==> src/rtl/irq_agg_pkg.sv <==
package irq_agg_pkg;
  // Strobes from the address decoder to the datapath
  typedef struct packed {
    logic selVec;   // access addresses the vector location
    logic selMask;  // access addresses the mask location
    logic wrMask;   // load the mask at the next edge
  } regStrobe_t;
endpackage

==> src/rtl/irq_agg_ctrl.sv <==
module irq_agg_ctrl
  import irq_agg_pkg::*;
#(
  parameter int ADDR_W   = 12,
  parameter int VEC_OFS  = 0,
  parameter int MASK_OFS = 2
) (
  input  logic [ADDR_W-1:0] regAddr,
  input  logic              regWrEn,
  output regStrobe_t        strb
);
  localparam logic [ADDR_W-1:0] VecAddr  = ADDR_W'(VEC_OFS);
  localparam logic [ADDR_W-1:0] MaskAddr = ADDR_W'(MASK_OFS);

  always_comb begin
    strb.selVec  = (regAddr == VecAddr);
    strb.selMask = (regAddr == MaskAddr);
    strb.wrMask  = regWrEn && (regAddr == MaskAddr);
  end
endmodule

==> src/rtl/irq_agg_dp.sv <==
module irq_agg_dp
  import irq_agg_pkg::*;
#(
  parameter int NUM_LINES = 16,
  parameter int DATA_W    = 16,
  parameter logic [NUM_LINES-1:0] MASK_RST = 16'h0010
) (
  input  logic                 clk,
  input  logic                 rstN,
  input  logic [NUM_LINES-1:0] irqReq,
  input  logic [DATA_W-1:0]    regWrData,
  input  regStrobe_t           strb,
  output logic [DATA_W-1:0]    regRdData,
  output logic                 irqOut,
  output logic [NUM_LINES-1:0] srcQ,
  output logic [NUM_LINES-1:0] maskQ
);
  localparam int VecShift = 2;

  logic [NUM_LINES-1:0] maskNext;
  logic [NUM_LINES-1:0] pending;
  logic [DATA_W-1:0]    vecVal;

  // Per-line source flops follow the request level
  for (genvar g = 0; g < NUM_LINES; g++) begin : g_src
    always_ff @(posedge clk) begin
      if (!rstN) srcQ[g] <= 1'b0;
      else       srcQ[g] <= irqReq[g];
    end
  end

  always_comb begin
    maskNext = strb.wrMask ? regWrData[NUM_LINES-1:0] : maskQ;
  end

  always_ff @(posedge clk) begin
    if (!rstN) begin
      maskQ  <= MASK_RST;
      irqOut <= 1'b0;
    end else begin
      maskQ  <= maskNext;
      // Same edge as srcQ/maskQ load, so output tracks the new state
      irqOut <= |(irqReq & maskNext);
    end
  end

  assign pending = srcQ & maskQ;

  // Lowest pending index wins: scan downward so lower indices overwrite
  always_comb begin
    vecVal = '0;
    for (int i = NUM_LINES - 1; i >= 0; i--) begin
      if (pending[i]) vecVal = DATA_W'((i + 1) << VecShift);
    end
  end

  always_comb begin
    if (strb.selVec)       regRdData = vecVal;
    else if (strb.selMask) regRdData = DATA_W'(maskQ);
    else                   regRdData = '0;
  end
endmodule

==> src/rtl/irq_vector_agg.sv <==
module irq_vector_agg
  import irq_agg_pkg::*;
#(
  parameter int NUM_LINES = 16,
  parameter int DATA_W    = 16,
  parameter int ADDR_W    = 12,
  parameter logic [NUM_LINES-1:0] MASK_RST = 16'h0010
) (
  input  logic                 clk,
  input  logic                 rstN,
  input  logic [NUM_LINES-1:0] irqReq,
  input  logic [ADDR_W-1:0]    regAddr,
  input  logic                 regWrEn,
  input  logic [DATA_W-1:0]    regWrData,
  output logic [DATA_W-1:0]    regRdData,
  output logic                 irqOut
);
  regStrobe_t           strb;
  logic [NUM_LINES-1:0] srcQ;
  logic [NUM_LINES-1:0] maskQ;

  irq_agg_ctrl #(.ADDR_W(ADDR_W), .VEC_OFS(0), .MASK_OFS(2)) u_ctrl (
    .regAddr (regAddr),
    .regWrEn (regWrEn),
    .strb    (strb)
  );

  irq_agg_dp #(.NUM_LINES(NUM_LINES), .DATA_W(DATA_W), .MASK_RST(MASK_RST)) u_dp (
    .clk       (clk),
    .rstN      (rstN),
    .irqReq    (irqReq),
    .regWrData (regWrData),
    .strb      (strb),
    .regRdData (regRdData),
    .irqOut    (irqOut),
    .srcQ      (srcQ),
    .maskQ     (maskQ)
  );
endmodule

==> config.mk <==
export PLATFORM = sky130hd
export DESIGN_NAME = irq_vector_agg
export DESIGN_NICKNAME = d
export VERILOG_FILES = /design/src/rtl/irq_agg_pkg.sv /design/src/rtl/irq_agg_ctrl.sv /design/src/rtl/irq_agg_dp.sv /design/src/rtl/irq_vector_agg.sv
export SDC_FILE = /design/constraint.sdc
export NUM_CORES = 1
export LEC_CHECK = 0
export BUFFER_PORTS_ARGS = -buffer_cell sky130_fd_sc_hd__buf_2
export CORE_MARGIN = 2
export CORE_UTILIZATION = 40
export CTS_BUF_LIST = sky130_fd_sc_hd__clkbuf_8
export CTS_CLUSTER_DIAMETER = 200
export DETAILED_ROUTE_END_ITERATION = 10
export GPL_TIMING_DRIVEN = 0
export PLACE_DENSITY = 0.68
export SLEW_MARGIN = 20
export SYNTH_ARGS = -nofsm -noshare
export SYNTH_HDL_FRONTEND = slang
export SYNTH_SLANG_ARGS = --single-unit
==> constraint.sdc <==
create_clock -name clk -period 5.7 [get_ports clk]
set_input_delay 1.425 -clock clk [delete_from_list [all_inputs] [get_ports clk]]
set_output_delay 1.425 -clock clk [all_outputs]
set_load 0.01 [all_outputs]
==> reports/qor.csv, run 1 <==
metric;value;unit
status;completed;
syn nets;214;
fin area;0.00206;mm²
worst hold endpoint;u_dp.maskQ[8];
crit path time final;4.68;ns
Post-CTS Resized;0;
Net Sw Frac;21.6;%
area post-placement;0.00196;mm²
dpl cells;278;
Die Wd;66.9;µm
initial antenna violation count;0;
Final Hold Viols;0;
power density over the cells;225;mW/mm²
area of the multi-input gates;871;µm²
Pleak;0.967;nW
antenna cells;0;
Cells after Synth;167;
GRT overflow;0;
dpl ws;0.993;ns
hold_buf cts;0;
post-synthesis cell area;0.00158;mm²
number of enable flip-flop cells after synthesis;0;
FILL cells;374;
setup bufs post-CTS;0;
GRT Overall Usage;19.2;%
critical path data required time;4.28;ns
drt pass-1 iters;4;
clock root buffer;clkbuf_8;
RSZ-0062 raised after global routing;no;
Crit Path Category;in -> out;
TritonCTS Buffers;5;
number of I/O port buffers;63;
WL/cell;13.5;µm
critical-path cell list;buf_2 > or4_4 > nor3_1 > and3_1 > clkbuf_1 > and2_1 > buf_2;
r2r worst-path depth;4;
RePlAce Congestion;0.813;
min-delay worst type;reg -> reg;
CP top delay family;simple AND/OR/NAND/NOR gates;
Clock Skews;0.00726;ns
full die area;0.00447;mm²
Reg2Reg Setup Slack;4.36;ns
Clock power frac;41.6;%
Hold WS;0.638;ns
switching power;0.100;mW
Design Power;0.464;mW
register area;661;µm²
RR Startpoint;u_dp.maskQ[5];
CP Launch Type;primary input;
clk_lat worst skew;0.29;ns
Post-Route WL;3870;µm
CP dominant cell by count;buf_2;
layout cells sized above 1;37.8;%
Data arrival, critical path;3.25;ns
# H-tree levels;2;
Slew @ Worst Pin;0.406;ns
Worst Hold Launch;u_dp.maskQ[8];
Vias;1420;
initial core utilization;42.2;%
total number of yosys warnings;0;
Max Slew Vio Count;0;
DRC;0;
Seq cells post-synth;33;
# rows;22;
CTS max path bufs;2;
I/O pins;64;
clk sink count;33;
cell internal pwr;0.364;mW
first-pass GRT wire length;6090;µm
CP Max Fanout;10;
hpwl dp;3030;µm
# setup viols final;0;
antenna viol nets, final;0;
maximum clock rate;214;MHz
Setup TNS;0;ns
CP Buf/Inv Count;3;
share of the yosys chip area belonging to registers;41.8;%
initial detailed-routing violation count;70;
Non-Filler Instances;286;
Setup WS post-layout;1.02;ns
largest net degree at the start of global routing;11;
asr flop ratio synth;0;%
post-layout util;55.0;%
ys flop type;dfxtp_1;
Hold Crit Depth;2;
Slew HR;73.0;%
Comb power frac;6.8;%
Max Cap Viol;0;
clk slew on worst S/H paths;0.06;ns
max incr delay on CP;0.52;ns
Syn Area/Cell;9.47;µm²
Crit. End Element;output port;
count of cell types in the netlist;30;
slowest stage cell, crit path;or4_4;
vias in the first global route;1340;
peak supply drop;202;µV
Die Ht;66.9;µm
Core Area;0.00374;mm²
Final Cycle Share;82.1;%
CTS tree;yes;
power share of the sequential group;51.7;%
Vias/cell;4.97;
synth-to-layout area growth;30.1;%
R2R Path End;u_dp.irqOut;
Final nets;284;
## cell usage after synthesis (3+ instances only)
cell	n	share of area, %
and2_1	44	17
dfxtp_1	33	42
mux2_2	14	10
nand2_1	14	3.3
a22oi_1	9	4.3
a21oi_1	7	2.2
a22o_1	5	2.8
o21ai_0	5	1.6
clkbuf_1	4	0.95
nand3_1	4	1.3
a221oi_1	3	1.7
nor2_1	3	0.71
## final cells by class
type                            instances  share of cell area [%]
Clock inverter                          1                   0.243
Inverter                                1                   0.182
Sequential cell                        33                    32.1
Buffer                                  6                    2.25
Timing Repair Buffer                   63                    15.3
Multi-Input combinational cell        127                    42.3
Tap cell                               48                    2.92
Clock buffer                            7                    4.68
## registers in the layout, summed over array words and instances (netlist names)
signal and cells:
u_dp.irqOut 1, u_dp.srcQ 16, u_dp.maskQ 16
## cell usage in the layout, fill, tap and decap left out, types with 2 or more instances in the layout
cell type | Yosys | routed
a21oi_1 | 7 | 7
a221oi_1 | 3 | 3
a22o_1 | 5 | 5
a22oi_1 | 9 | 9
a32o_1 | 2 | 2
and2_1 | 44 | 44
and3_1 | 2 | 2
buf_2 | 0 | 63
clkbuf_1 | 4 | 4
clkbuf_8 | 0 | 7
dfxtp_1 | 33 | 33
mux2_1 | 2 | 2
mux2_2 | 14 | 14
nand2_1 | 14 | 14
nand3_1 | 4 | 4
nor2_1 | 3 | 3
nor3_1 | 2 | 2
o21ai_0 | 5 | 5
## worst reg2reg max path, stage by stage (launching register included)
cell and delay, ns:
dfxtp_1 0.34, mux2_2 0.28, a22o_1 0.23, a221oi_1 0.26, a31oi_1 0.13
## power by group through the flow
stage               combinational [mW]  clock [mW]  sequential [mW]
floorplan                       0.0106           0            0.244
CTS                             0.0316       0.194            0.240
finish                          0.0314       0.193            0.240
global placement                0.0312           0            0.245
detailed placement              0.0314           0            0.245
global route                    0.0355       0.205            0.240
## per-layer routing
layer,vias to the layer above,part of all wire (%),wire (µm),track usage [%]
met5,-,0,0,0
met4,0,1.6,60,7.65
met3,5,8.5,330,6.25
met2,48,45,1730,30.6
met1,632,45,1750,23.7
li1,735,-,-,-
## how the worst max path moves through the flow
stage               cells after the start            end  slack (ns)       start
finish                                  7  regRdData[13]        1.02  regAddr[5]
global route                            7  regRdData[10]        0.84  regAddr[5]
CTS                                     7   regRdData[7]        0.99  regAddr[5]
detailed placement                      7   regRdData[7]        0.99  regAddr[5]
global placement                        7  regRdData[13]        1.01  regAddr[5]
floorplan                               5   regRdData[0]        1.50  regAddr[5]
## kinds of logic after synthesis
| kind of cell | share of synthesized area (%) |
|---|---|
| AND/OR/NAND/NOR | 29.0 |
| AO/OA/AOI/OAI | 14.6 |
| buffers and inverters | 3.16 |
| flip-flops | 41.8 |
| multiplexers | 11.4 |
Note: power is estimated with default switching activity, not from simulation.
==> run 2: changes to the inputs <==
- ABC_AREA: not set -> 1
- PLACE_DENSITY: 0.68 -> 0.7
- clock period: 5.7 -> 3.8 ns (I/O delays scaled with it)
==> run 2 against run 1 <==
Utilization is 0.86 points lower. Power up 56%. Clock skew is 0.0044 ns lower. Cell count increased by 42%. Sequential power grew 49%. Sequential share of layout area shrank 2.0 points. First-iteration DRC count decreased by 16%. Flip-flop and latch count stayed put. Via count up 26%. Die area grew 8.2%. Largest cell class unchanged. Highest routed layer unchanged.
==> reports/qor.csv, run 2 <==
metric;value;unit;change
hpwl dp;3250;µm;was 3030 µm
ys flop type;dfxtp_1;;unchanged
CP Max Fanout;10;;unchanged
count leader, synth;nand2_1;;was and2_1
initial core utilization;42.4;%;was 42.2%
first-pass GRT wire length;7210;µm;was 6090 µm
number of I/O port buffers;62;;was 63
maximum clock rate;321;MHz;
Crit Path Category;in -> out;;unchanged
Reg2Reg Setup Slack;2.75;ns;was 4.36 ns
RSZ-0062 raised after global routing;no;;unchanged
Area contributors post-synth;dfxtp_1, nand2_1, inv_1, nor2_1, nand3_1;;was dfxtp_1, and2_1, mux2_2, a22oi_1, nand2_1
largest net degree at the start of global routing;11;;unchanged
min-delay worst type;reg -> reg;;unchanged
Post-CTS Resized;0;;unchanged
power density over the cells;331;mW/mm²;was 225 mW/mm²
clk_lat worst skew;0.29;ns;about the same
Final Hold Viols;0;;unchanged
Final Cycle Share;81.9;%;
clock root buffer;clkbuf_8;;unchanged
# H-tree levels;2;;unchanged
Worst Hold Launch;u_dp.maskQ[9];;was u_dp.maskQ[8]
Synth area leader;dfxtp_1;;unchanged
critical path data required time;2.85;ns;was 4.28 ns
CTS max path bufs;2;;unchanged
CP Depth;8;;was 7
setup bufs post-CTS;0;;unchanged
Data arrival, critical path;2.16;ns;was 3.25 ns
antenna viol nets, final;0;;unchanged
RePlAce Congestion;0.772;;was 0.813
clk slew on worst S/H paths;0.06;ns;about the same
RR Startpoint;u_dp.maskQ[7];;was u_dp.maskQ[5]
Crit. End Element;output port;;unchanged
critical-path cell list;buf_2 > nor2_1 > nand2_1 > nor2_1 > nand2_4 > buf_1 > nor2_1 > buf_2;;was buf_2 > or4_4 > nor3_1 > and3_1 > clkbuf_1 > and2_1 > buf_2
synth-to-layout area growth;27.7;%;was 30.1%
CP dominant cell by count;nor2_1;;was buf_2
max incr delay on CP;0.31;ns;was 0.52 ns
slowest stage cell, crit path;buf_1;;was or4_4
commonest non-fill, non-tap cell in the layout;nand2_1;;was buf_2
area of the multi-input gates;811;µm²;was 871 µm²
Setup TNS;0;ns;unchanged
R2R Path End;u_dp.irqOut;;unchanged
Non-Filler Instances;406;;was 286
post-synthesis cell area;0.00172;mm²;was 0.00158 mm²
Seq cells post-synth;33;;unchanged
crit path time final;3.11;ns;
full die area;0.00484;mm²;was 0.00447 mm²
Max Cap Viol;0;;unchanged
Core Area;0.00406;mm²;was 0.00374 mm²
dpl cells;399;;was 278
status;completed;;unchanged
initial detailed-routing violation count;59;;was 70
WL/cell;10.3;µm;was 13.5 µm
GRT overflow;0;;unchanged
DRC;0;;unchanged
r2r worst-path depth;8;;was 4
Die Ht;69.6;µm;was 66.9 µm
Post-Route WL;4180;µm;was 3870 µm
peak supply drop;261;µV;was 202 µV
Max Slew Vio Count;0;;unchanged
Cells after Synth;287;;was 167
I/O pins;64;;unchanged
Syn Area/Cell;5.99;µm²;was 9.47 µm²
TritonCTS Buffers;5;;unchanged
CP Buf/Inv Count;3;;unchanged
Slew @ Worst Pin;0.566;ns;was 0.406 ns
syn nets;334;;was 214
share of the yosys chip area belonging to registers;38.4;%;was 41.8%
CP Launch Type;primary input;;unchanged
antenna cells;0;;unchanged
most frequent cells in the layout;nand2_1, buf_2, inv_1, nor2_1, dfxtp_1;;was buf_2, and2_1, dfxtp_1, nand2_1, mux2_2
dpl ws;0.668;ns;was 0.993 ns
Vias;1793;;was 1420
Vias/cell;4.42;;was 4.97
post-layout util;54.1;%;was 55.0%
# rows;23;;was 22
# setup viols final;0;;unchanged
Die Wd;69.6;µm;was 66.9 µm
drt pass-1 iters;4;;unchanged
Synth top area share;38.4;%;was 41.8%
worst hold endpoint;u_dp.maskQ[9];;was u_dp.maskQ[8]
register area;661;µm²;unchanged
Pleak;1.37;nW;was 0.967 nW
CTS tree;yes;;unchanged
vias in the first global route;1746;;was 1340
asr flop ratio synth;0;%;unchanged
layout cells sized above 1;21.3;%;was 37.8%
Largest regs;u_dp.maskQ: 16 flops, u_dp.srcQ: 16 flops, u_dp.irqOut: 1 flops;;unchanged
GRT Overall Usage;18.9;%;was 19.2%
synth cell count leaders;nand2_1, inv_1, nor2_1, dfxtp_1, nand3_1;;was and2_1, dfxtp_1, mux2_2, nand2_1, a22oi_1
Slew HR;62.3;%;was 73.0%
CP top delay family;simple AND/OR/NAND/NOR gates;;unchanged
initial antenna violation count;0;;unchanged
Setup WS post-layout;0.689;ns;was 1.02 ns
hold_buf cts;0;;unchanged
Clock Skews;0.00281;ns;was 0.00726 ns
count of cell types in the netlist;20;;was 30
clk sink count;33;;unchanged
FILL cells;435;;was 374
Final nets;403;;was 284
Hold Crit Depth;4;;was 2
number of enable flip-flop cells after synthesis;0;;unchanged
total number of yosys warnings;0;;unchanged
[run 2: cell types whose count changed in the layout (fill, tap and decap cells not counted), sizes merged, moves of 12 or more]
cell,before,now
and2,44,0
inv,1,55
mux2,16,0
nand2,14,121
nand3,4,16
nor2,3,46
[run 2: layout make-up]
cell class                 instances  share of cell area, %
sequential                        33                   30.1
clock buffer                       5                   3.13
inverter                          55                   9.40
buffer                             6                   1.88
multi-input combinational        193                   36.9
clock inverter                     2                   1.60
timing repair buffer              62                   14.1
tap                               50                   2.85
[run 2: worst max path at each step]
| stage | start | slack (ns) | to |
|---|---|---|---|
| 2_1_floorplan | regAddr[11] | 0.99 | regRdData[5] |
| 3_3_place_gp | regAddr[11] | 0.66 | regRdData[1] |
| 3_5_place_dp | regAddr[11] | 0.67 | regRdData[0] |
| 4_1_cts | regAddr[11] | 0.66 | regRdData[0] |
| 5_1_grt | regAddr[5] | 0.50 | regRdData[13] |
| 6_report | regAddr[11] | 0.69 | regRdData[0] |
[run 2: worst min-delay path: cells and delay by family, from the launching register on]
kind	cells	cell delay [ns]
buffers and inverters	1	0.06
DFF	1	0.31
and+or+nand+nor	3	0.16
[run 2: cells by family (layout without fill, tap and decap cells)]
| group | Yosys count | in the layout | synth area share (%) |
|---|---|---|---|
| AO/OA/AOI/OAI | 8 | 8 | 2.91 |
| flip-flops | 33 | 33 | 38.4 |
| buffers and inverters | 61 | 130 | 14.4 |
| AND/OR/NAND/NOR | 185 | 185 | 44.3 |
[run 2: where the power goes]
part | switching, mW | leakage (nW) | internal, mW | total [mW]
combinational | 0.0279 | 1.04 | 0.0246 | 0.0525
clock | 0.125 | 0.0540 | 0.190 | 0.316
sequential | 0.00241 | 0.271 | 0.356 | 0.358
[run 2: metal layers]
layer,GRT usage [%],vias to the layer above,share of wire (%)
met5,0,-,0
met4,6.97,0,1.3
met3,5.96,4,5.9
met2,33.1,47,49
met1,21.4,763,44
li1,-,979,-
[run 2: metrics by stage]
step / hold WS (ns) / area [µm²] / total power [mW]
finish: 0.566 / 2200 / 0.726
CTS: 0.562 / 2200 / 0.735
detailed placement: 0.552 / 2090 / 0.418
global placement: 0.547 / 2090 / 0.417
floorplan: 0.518 / 1720 / 0.386
global route: 0.597 / 2200 / 0.759
